`config.mk`:
```
export PLATFORM = sky130hd
export DESIGN_NAME = lin_sync_timer
export DESIGN_NICKNAME = d
export VERILOG_FILES = /design/src/rtl/lin_sync_pkg.sv /design/src/rtl/lin_fall_det.sv /design/src/rtl/lin_edge_seq.sv /design/src/rtl/lin_span_ctr.sv /design/src/rtl/lin_sync_timer.sv
export SDC_FILE = /design/constraint.sdc
export NUM_CORES = 1
export LEC_CHECK = 0
export BUFFER_PORTS_ARGS = -buffer_cell sky130_fd_sc_hd__buf_4
export CAP_MARGIN = 30
export CORE_ASPECT_RATIO = 1.1
export CORE_UTILIZATION = 40
export CTS_CLUSTER_DIAMETER = 100
export CTS_CLUSTER_SIZE = 10
export DETAILED_ROUTE_END_ITERATION = 16
export HOLD_SLACK_MARGIN = 0.03
export PLACE_DENSITY_LB_ADDON = 0.12
export REMOVE_ABC_BUFFERS = 1
export SLEW_MARGIN = 25
export SYNTH_ARGS = -nofsm -noshare
export SYNTH_HDL_FRONTEND = slang
export SYNTH_SLANG_ARGS = --single-unit
```
`constraint.sdc`:
```
create_clock -name clk -period 2.2 [get_ports clk]
set_clock_uncertainty 0.1 [all_clocks]
set_input_delay 0.33 -clock clk [delete_from_list [all_inputs] [get_ports clk]]
set_output_delay 0.33 -clock clk [all_outputs]
set_load 0.1 [all_outputs]
```
`src/rtl/lin_sync_pkg.sv`:
```
// Package: shared types of the LIN sync-field bit-time meter.
// Assumes nothing beyond IEEE 1800-2017.
package lin_sync_pkg;

    // Measurement phase of the edge sequencer.
    typedef enum logic [1:0] {
        PH_IDLE   = 2'd0,   // disarmed, edges ignored
        PH_ARMED  = 2'd1,   // break seen, waiting for first falling edge
        PH_TIMING = 2'd2    // counter running between first and last edge
    } meas_phase_t;

endpackage

```
`src/rtl/lin_fall_det.sv`:
```
// Module: lin_fall_det
// Flags a falling edge on an already synchronized serial line.
// Assumes the line idles high, so the history register resets to 1.
// The flag is combinational from the present input and one stored bit.
module lin_fall_det (
    input  logic clk,
    input  logic rst_n,
    input  logic line_in,
    output logic fall
);

    logic line_q;

    // Hold last cycle's line level; idle-high out of reset.
    always_ff @(posedge clk) begin
        if (!rst_n) begin
            line_q <= 1'b1;
        end else begin
            line_q <= line_in;
        end
    end

    // A fall is high-then-low across two consecutive cycles.
    always_comb begin
        fall = line_q & ~line_in;
    end

endmodule

```
`src/rtl/lin_edge_seq.sv`:
```
// Module: lin_edge_seq
// Counts falling edges of the sync field after arming and sequences
// the measurement: start pulse on the first edge, stop on the last,
// then a done or timeout flag and disarming.
// Assumes arm, fall and sat_hit are single-cycle qualified pulses.
module lin_edge_seq
    import lin_sync_pkg::*;
#(
    parameter int EDGES = 5
) (
    input  logic        clk,
    input  logic        rst_n,
    input  logic        arm,
    input  logic        fall,
    input  logic        sat_hit,
    output logic        start,
    output logic        run,
    output logic        idle,
    output logic        done,
    output logic        tmo
);

    localparam int EDGE_W = $clog2(EDGES + 1);
    localparam logic [EDGE_W-1:0] LAST_IDX = EDGE_W'(EDGES - 1);

    meas_phase_t       phase;
    logic [EDGE_W-1:0] edge_cnt;
    logic              stop;

    // Decode the start and stop events; arming overrides both.
    always_comb begin
        start = (phase == PH_ARMED) && fall && !arm;
        stop  = (phase == PH_TIMING) && fall && !arm && (edge_cnt == LAST_IDX);
        run   = (phase == PH_TIMING);
        idle  = (phase == PH_IDLE);
    end

    // Phase, edge count and result flags.
    always_ff @(posedge clk) begin
        if (!rst_n) begin
            phase    <= PH_IDLE;
            edge_cnt <= '0;
            done     <= 1'b0;
            tmo      <= 1'b0;
        end else if (arm) begin
            phase    <= PH_ARMED;
            edge_cnt <= '0;
            done     <= 1'b0;
            tmo      <= 1'b0;
        end else begin
            unique case (phase)
                PH_ARMED: begin
                    if (fall) begin
                        phase    <= PH_TIMING;
                        edge_cnt <= EDGE_W'(1);
                    end
                end
                PH_TIMING: begin
                    if (stop) begin
                        phase    <= PH_IDLE;
                        edge_cnt <= '0;
                        done     <= 1'b1;
                    end else if (fall) begin
                        edge_cnt <= edge_cnt + EDGE_W'(1);
                    end else if (sat_hit) begin
                        phase    <= PH_IDLE;
                        edge_cnt <= '0;
                        tmo      <= 1'b1;
                    end
                end
                default: begin
                    edge_cnt <= '0;
                end
            endcase
        end
    end

endmodule

```
`src/rtl/lin_span_ctr.sv`:
```
// Module: lin_span_ctr
// Saturating span counter advanced by a time-base enable while running.
// Assumes clear and run never both request an update in one cycle
// (clear takes priority if they do).
module lin_span_ctr #(
    parameter int CNT_W = 16
) (
    input  logic             clk,
    input  logic             rst_n,
    input  logic             clear,
    input  logic             run,
    input  logic             tick,
    output logic [CNT_W-1:0] cnt,
    output logic             sat_hit
);

    localparam logic [CNT_W-1:0] CNT_MAX = '1;

    // A tick that arrives at the ceiling while running is reported.
    always_comb begin
        sat_hit = run && tick && (cnt == CNT_MAX);
    end

    // Clear on start, else count ticks up to the ceiling.
    always_ff @(posedge clk) begin
        if (!rst_n) begin
            cnt <= '0;
        end else if (clear) begin
            cnt <= '0;
        end else if (run && tick && (cnt != CNT_MAX)) begin
            cnt <= cnt + CNT_W'(1);
        end
    end

endmodule

```
`src/rtl/lin_sync_timer.sv`:
```
// Module: lin_sync_timer (top)
// Times the LIN sync field from its first to its last falling edge on
// a fixed time base, once per valid break, and presents the count and
// the count divided down to one bit time.
// Assumes bus_rx is synchronous to clk and tbase_en is a one-cycle pulse.
module lin_sync_timer #(
    parameter int CNT_W = 16,
    parameter int EDGES = 5
) (
    input  logic                   clk,
    input  logic                   rst_n,
    input  logic                   bus_rx,
    input  logic                   brk_ok,
    input  logic                   tbase_en,
    output logic [CNT_W-1:0]       span_cnt,
    output logic [CNT_W-4:0]       bit_time,
    output logic                   meas_done,
    output logic                   sync_tmo
);

    // Bit periods between first and last falling edge of 0x55 framing.
    localparam int BIT_SPAN = 2 * (EDGES - 1);
    localparam int SHIFT    = $clog2(BIT_SPAN);

    logic seq_fall;
    logic seq_start;
    logic seq_run;
    logic seq_idle;
    logic ctr_sat;

    lin_fall_det i_fall (
        .clk     (clk),
        .rst_n   (rst_n),
        .line_in (bus_rx),
        .fall    (seq_fall)
    );

    lin_edge_seq #(
        .EDGES (EDGES)
    ) i_seq (
        .clk     (clk),
        .rst_n   (rst_n),
        .arm     (brk_ok),
        .fall    (seq_fall),
        .sat_hit (ctr_sat),
        .start   (seq_start),
        .run     (seq_run),
        .idle    (seq_idle),
        .done    (meas_done),
        .tmo     (sync_tmo)
    );

    lin_span_ctr #(
        .CNT_W (CNT_W)
    ) i_ctr (
        .clk     (clk),
        .rst_n   (rst_n),
        .clear   (seq_start),
        .run     (seq_run),
        .tick    (tbase_en),
        .cnt     (span_cnt),
        .sat_hit (ctr_sat)
    );

    // One bit time: the span divided by the number of bit periods.
    always_comb begin
        bit_time = (CNT_W-3)'(span_cnt >> SHIFT);
    end

endmodule

```
==> results.md <==
| Result | Value | Unit |
|---|---|---|
| Cell-by-cell trace of the critical path | ha_1 -> inv_2 -> or3_4 -> or4_1 -> a21oi_1 | - |
| Static Leak | 0.625 | nW |
| Clock latency on the worst-skew pair | 0.32 | ns |
| Number of gates given a new drive strength after cts | 0 | - |
| Worst slack after detailed placement | 0.145 | ns |
| Endpoint required time on the critical path | 2.35 | ns |
| Post-place instance area | 1630 | sq um |
| Fraction of post-synthesis cell area in the top cell type by area | 0.344 | - |
| CTS tree | built | - |
| Full die area | 3730 | sq um |
| Post-route worst setup slack | 0.130 | ns |
| Placer Congestion | 0.780 | - |
| Final non-filler cell total | 236 | - |
| Type of origin of the critical path | flip-flop | - |
| Clock Power Share | 0.280 | - |
| Ant diodes | 0 | - |
| Peak supply drop | 0.263 | mV |
| Run status | finished, final reports clean | - |
| Hold Crit Class | in -> reg | - |
| Cell area after layout | 1650 | sq um |
| DRT Pass-1 Iters | 4 | - |
| Core region area | 3330 | sq um |
| Kind of capture point of the worst setup path | flip-flop | - |
| Seq/Total Area, Yosys | 0.344 | - |
| Count of antenna-violating nets left after detailed routing | 0 | - |
| Synth area leader | sky130_fd_sc_hd__dfxtp_1 | - |
| Y dimension of the die | 64.0 | microns |
| CTS Buf Count | 3 | - |
| Cell with the biggest individual delay on the critical path | sky130_fd_sc_hd__dfxtp_1 | - |
| Max Fclk | 483 | MHz |
| CTS hold repair buffers | 0 | - |
| Peak fanout along the critical path | 7 | - |
| Largest net degree at the start of global routing | 14 | - |
| Total gr overflow | 0 | - |
| Sinks on Clock Net | 24 | - |
| Max-capacitance violation count | 0 | - |
| Area Growth Syn to Fin | 18.2 | % |
| Slew headroom | 0.637 | - |
| Number of nets in the layout | 200 | - |
| Dpl hpwl | 2460 | microns |
| Fraction of final layout cells sized beyond drive strength 1 | 0.250 | - |
| Worst setup path class | reg -> reg | - |
| Avg Inst Size Synth | 8.57 | sq um |
| Number of hold violations in the final report | 0 | - |
| Async set-reset flop share out of synthesis | 0 | - |
| Number of top-level pins | 36 | - |
| Worst path arrival time | 2.22 | ns |
| Cell count after synthesis | 163 | - |
| Inst Count DP | 233 | - |
| Worst-Margin Slew | 0.542 | ns |
| Delay of the slowest cell on the worst path | 0.50 | ns |
| Post-synth EDFFs | 0 | - |
| Most used cells in the layout excluding fill and tap cells | sky130_fd_sc_hd__buf_4, sky130_fd_sc_hd__dfxtp_1, sky130_fd_sc_hd__a21oi_1 | - |
| Net switching share of the total power | 0.239 | - |
| Initial antenna violation count | 0 | - |
| Flip-flop and latch count after synthesis | 24 | - |
| Setup fix buffers added after clock tree synthesis | 0 | - |
| Post-route DRC | 0 | - |
| Maximum clock path buffer count | 2 | - |
| Total routing usage reported by global routing | 0.180 | - |
| Switching power | 0.164 | mW |
| Leading cell type in the layout, fill and taps excluded | sky130_fd_sc_hd__buf_4 | - |
| Internal | 0.523 | mW |
| Number of different library cells in the post-synthesis netlist | 39 | - |
| Fraction of the cycle the final worst path needs | 0.941 | - |
| Synth area leaders | sky130_fd_sc_hd__dfxtp_1, sky130_fd_sc_hd__buf_4, sky130_fd_sc_hd__o31ai_1, sky130_fd_sc_hd__a21oi_1, sky130_fd_sc_hd__or4_1 | - |
| Vias per Instance | 5.54 | - |
| Routed WL per cell | 13.6 | microns |
| Final number of max-transition violations | 0 | - |
| # setup viols final | 0 | - |
| Number of global-route vias before repair | 1,159 | - |
| Filler cells | 328 | - |
| Via count of the routed design | 1,307 | - |
| Setup repair after global routing missed its margin | false | - |
| Library cell used as clock root buffer | sky130_fd_sc_hd__clkbuf_4 | - |
| DRT iter0 DRCs | 51 | - |
| Reg clk slew, reported paths | 0.12 | ns |
| Total power divided by cell area | 416 | nW/um^2 |
| Final WL | 3210 | microns |
| Number of buffer cells added on primary ports | 35 | - |
| Post-Syn Area | 1400 | sq um |
| Horizontal die dimension | 58.3 | microns |
| Effective utilization at floorplan | 0.419 | - |
| Share of power burned in combinational logic | 0.078 | - |
| Site row count | 22 | - |
| Sequential share of power | 0.642 | - |
| H-Tree Depth | 1 | - |
| Most frequently used flop master after synthesis | sky130_fd_sc_hd__dfxtp_1 | - |
| First-pass GRT wire length | 5130 | microns |
| Minimum hold slack | 0.107 | ns |
| Synth warn | 0 | - |
| Final critical path time including I/O delays and setup | 2.07 | ns |
==> through the flow <==
stage,utilization,TNS (ns),total power [mW]
after floorplan,-,-18.10,0.482
after global placement,0.489,0,0.502
after detailed placement,0.489,0,0.503
after CTS,0.495,0,0.698
after global routing,0.495,0,0.720
final,0.495,0,0.687
==> kinds of logic after synthesis <==
| family | after synthesis | share of synthesized area |
|---|---|---|
| AOI/OAI and AO/OA | 44 | 0.209 |
| adders and majority gates | 5 | 0.0448 |
| and+or+nand+nor | 61 | 0.272 |
| muxes | 3 | 0.0215 |
| DFF | 24 | 0.344 |
| buffers and inverters | 26 | 0.108 |
==> metal layers <==
metal | wire, microns | track usage | vias up
met4 | 47 | 0.0952 | 0
li1 | - | - | 666
met2 | 1630 | 0.323 | 25
met3 | 84 | 0.0202 | 4
met1 | 1450 | 0.203 | 612
met5 | 0 | 0 | -
==> critical path: cells and delay by family, from the launching register on <==
kind            cells  cell delay (ns)
compound gates      1             0.14
fa+ha+maj           1             0.31
buf+inv             1             0.08
flops               1             0.50
simple gates        2             0.88
==> path summary, 6_finish.rpt <==
kind / from / end / slack (ns) / cells past startpoint
worst max-delay path: i_ctr.cnt[0] / i_ctr.cnt[6] / 0.13 / 5
worst min-delay path: rst_n / i_fall.line_q / 0.11 / 2
worst max register to register: i_ctr.cnt[0] / i_ctr.cnt[6] / 0.13 / 5
worst min register to register: i_seq.done / i_seq.done / 0.40 / 2
==> synth_stat cells, types with 2 or more instances <==
master                     number
sky130_fd_sc_hd__and3_1         2
sky130_fd_sc_hd__nor3_1         4
sky130_fd_sc_hd__o21ai_0        5
sky130_fd_sc_hd__a31oi_1        3
sky130_fd_sc_hd__ha_1           5
sky130_fd_sc_hd__nand4_1        5
sky130_fd_sc_hd__nor3b_1        2
sky130_fd_sc_hd__or3_1          3
sky130_fd_sc_hd__nor2_1         8
sky130_fd_sc_hd__and4_1         4
sky130_fd_sc_hd__buf_4         14
sky130_fd_sc_hd__mux2i_1        3
sky130_fd_sc_hd__a21oi_1       14
sky130_fd_sc_hd__o31ai_1       10
sky130_fd_sc_hd__nand2b_1       4
sky130_fd_sc_hd__o21a_1         2
sky130_fd_sc_hd__or4_1          9
sky130_fd_sc_hd__nand3_1        5
sky130_fd_sc_hd__nand2_1        8
sky130_fd_sc_hd__o41ai_1        2
sky130_fd_sc_hd__inv_1          9
sky130_fd_sc_hd__dfxtp_1       24
sky130_fd_sc_hd__a211oi_1       2
==> registers in the layout, indices dropped and copies added (netlist names) <==
register / flops
i_seq.done: 1
i_seq.edge_cnt: 3
i_ctr.cnt: 16
i_seq.phase: 2
i_seq.tmo: 1
i_fall.line_q: 1
==> power by group through the flow <==
stage | Combinational [mW] | Clock [mW] | Sequential, mW
after global routing | 0.0582 | 0.220 | 0.442
after detailed placement | 0.0528 | 0 | 0.451
after floorplan | 0.0305 | 0 | 0.451
after CTS | 0.0529 | 0.204 | 0.441
after global placement | 0.0512 | 0 | 0.450
final | 0.0536 | 0.193 | 0.441
==> layout make-up <==
type | instances | area [sq um] | area share
clock buffers | 3 | 22.5 | 0.0136
well taps | 48 | 60.1 | 0.0364
flip-flops and latches | 24 | 480 | 0.291
multi-input cells | 113 | 764 | 0.463
repair buffers | 38 | 285 | 0.173
inverters | 10 | 37.5 | 0.0227
Power figures use the tool's default switching activity.
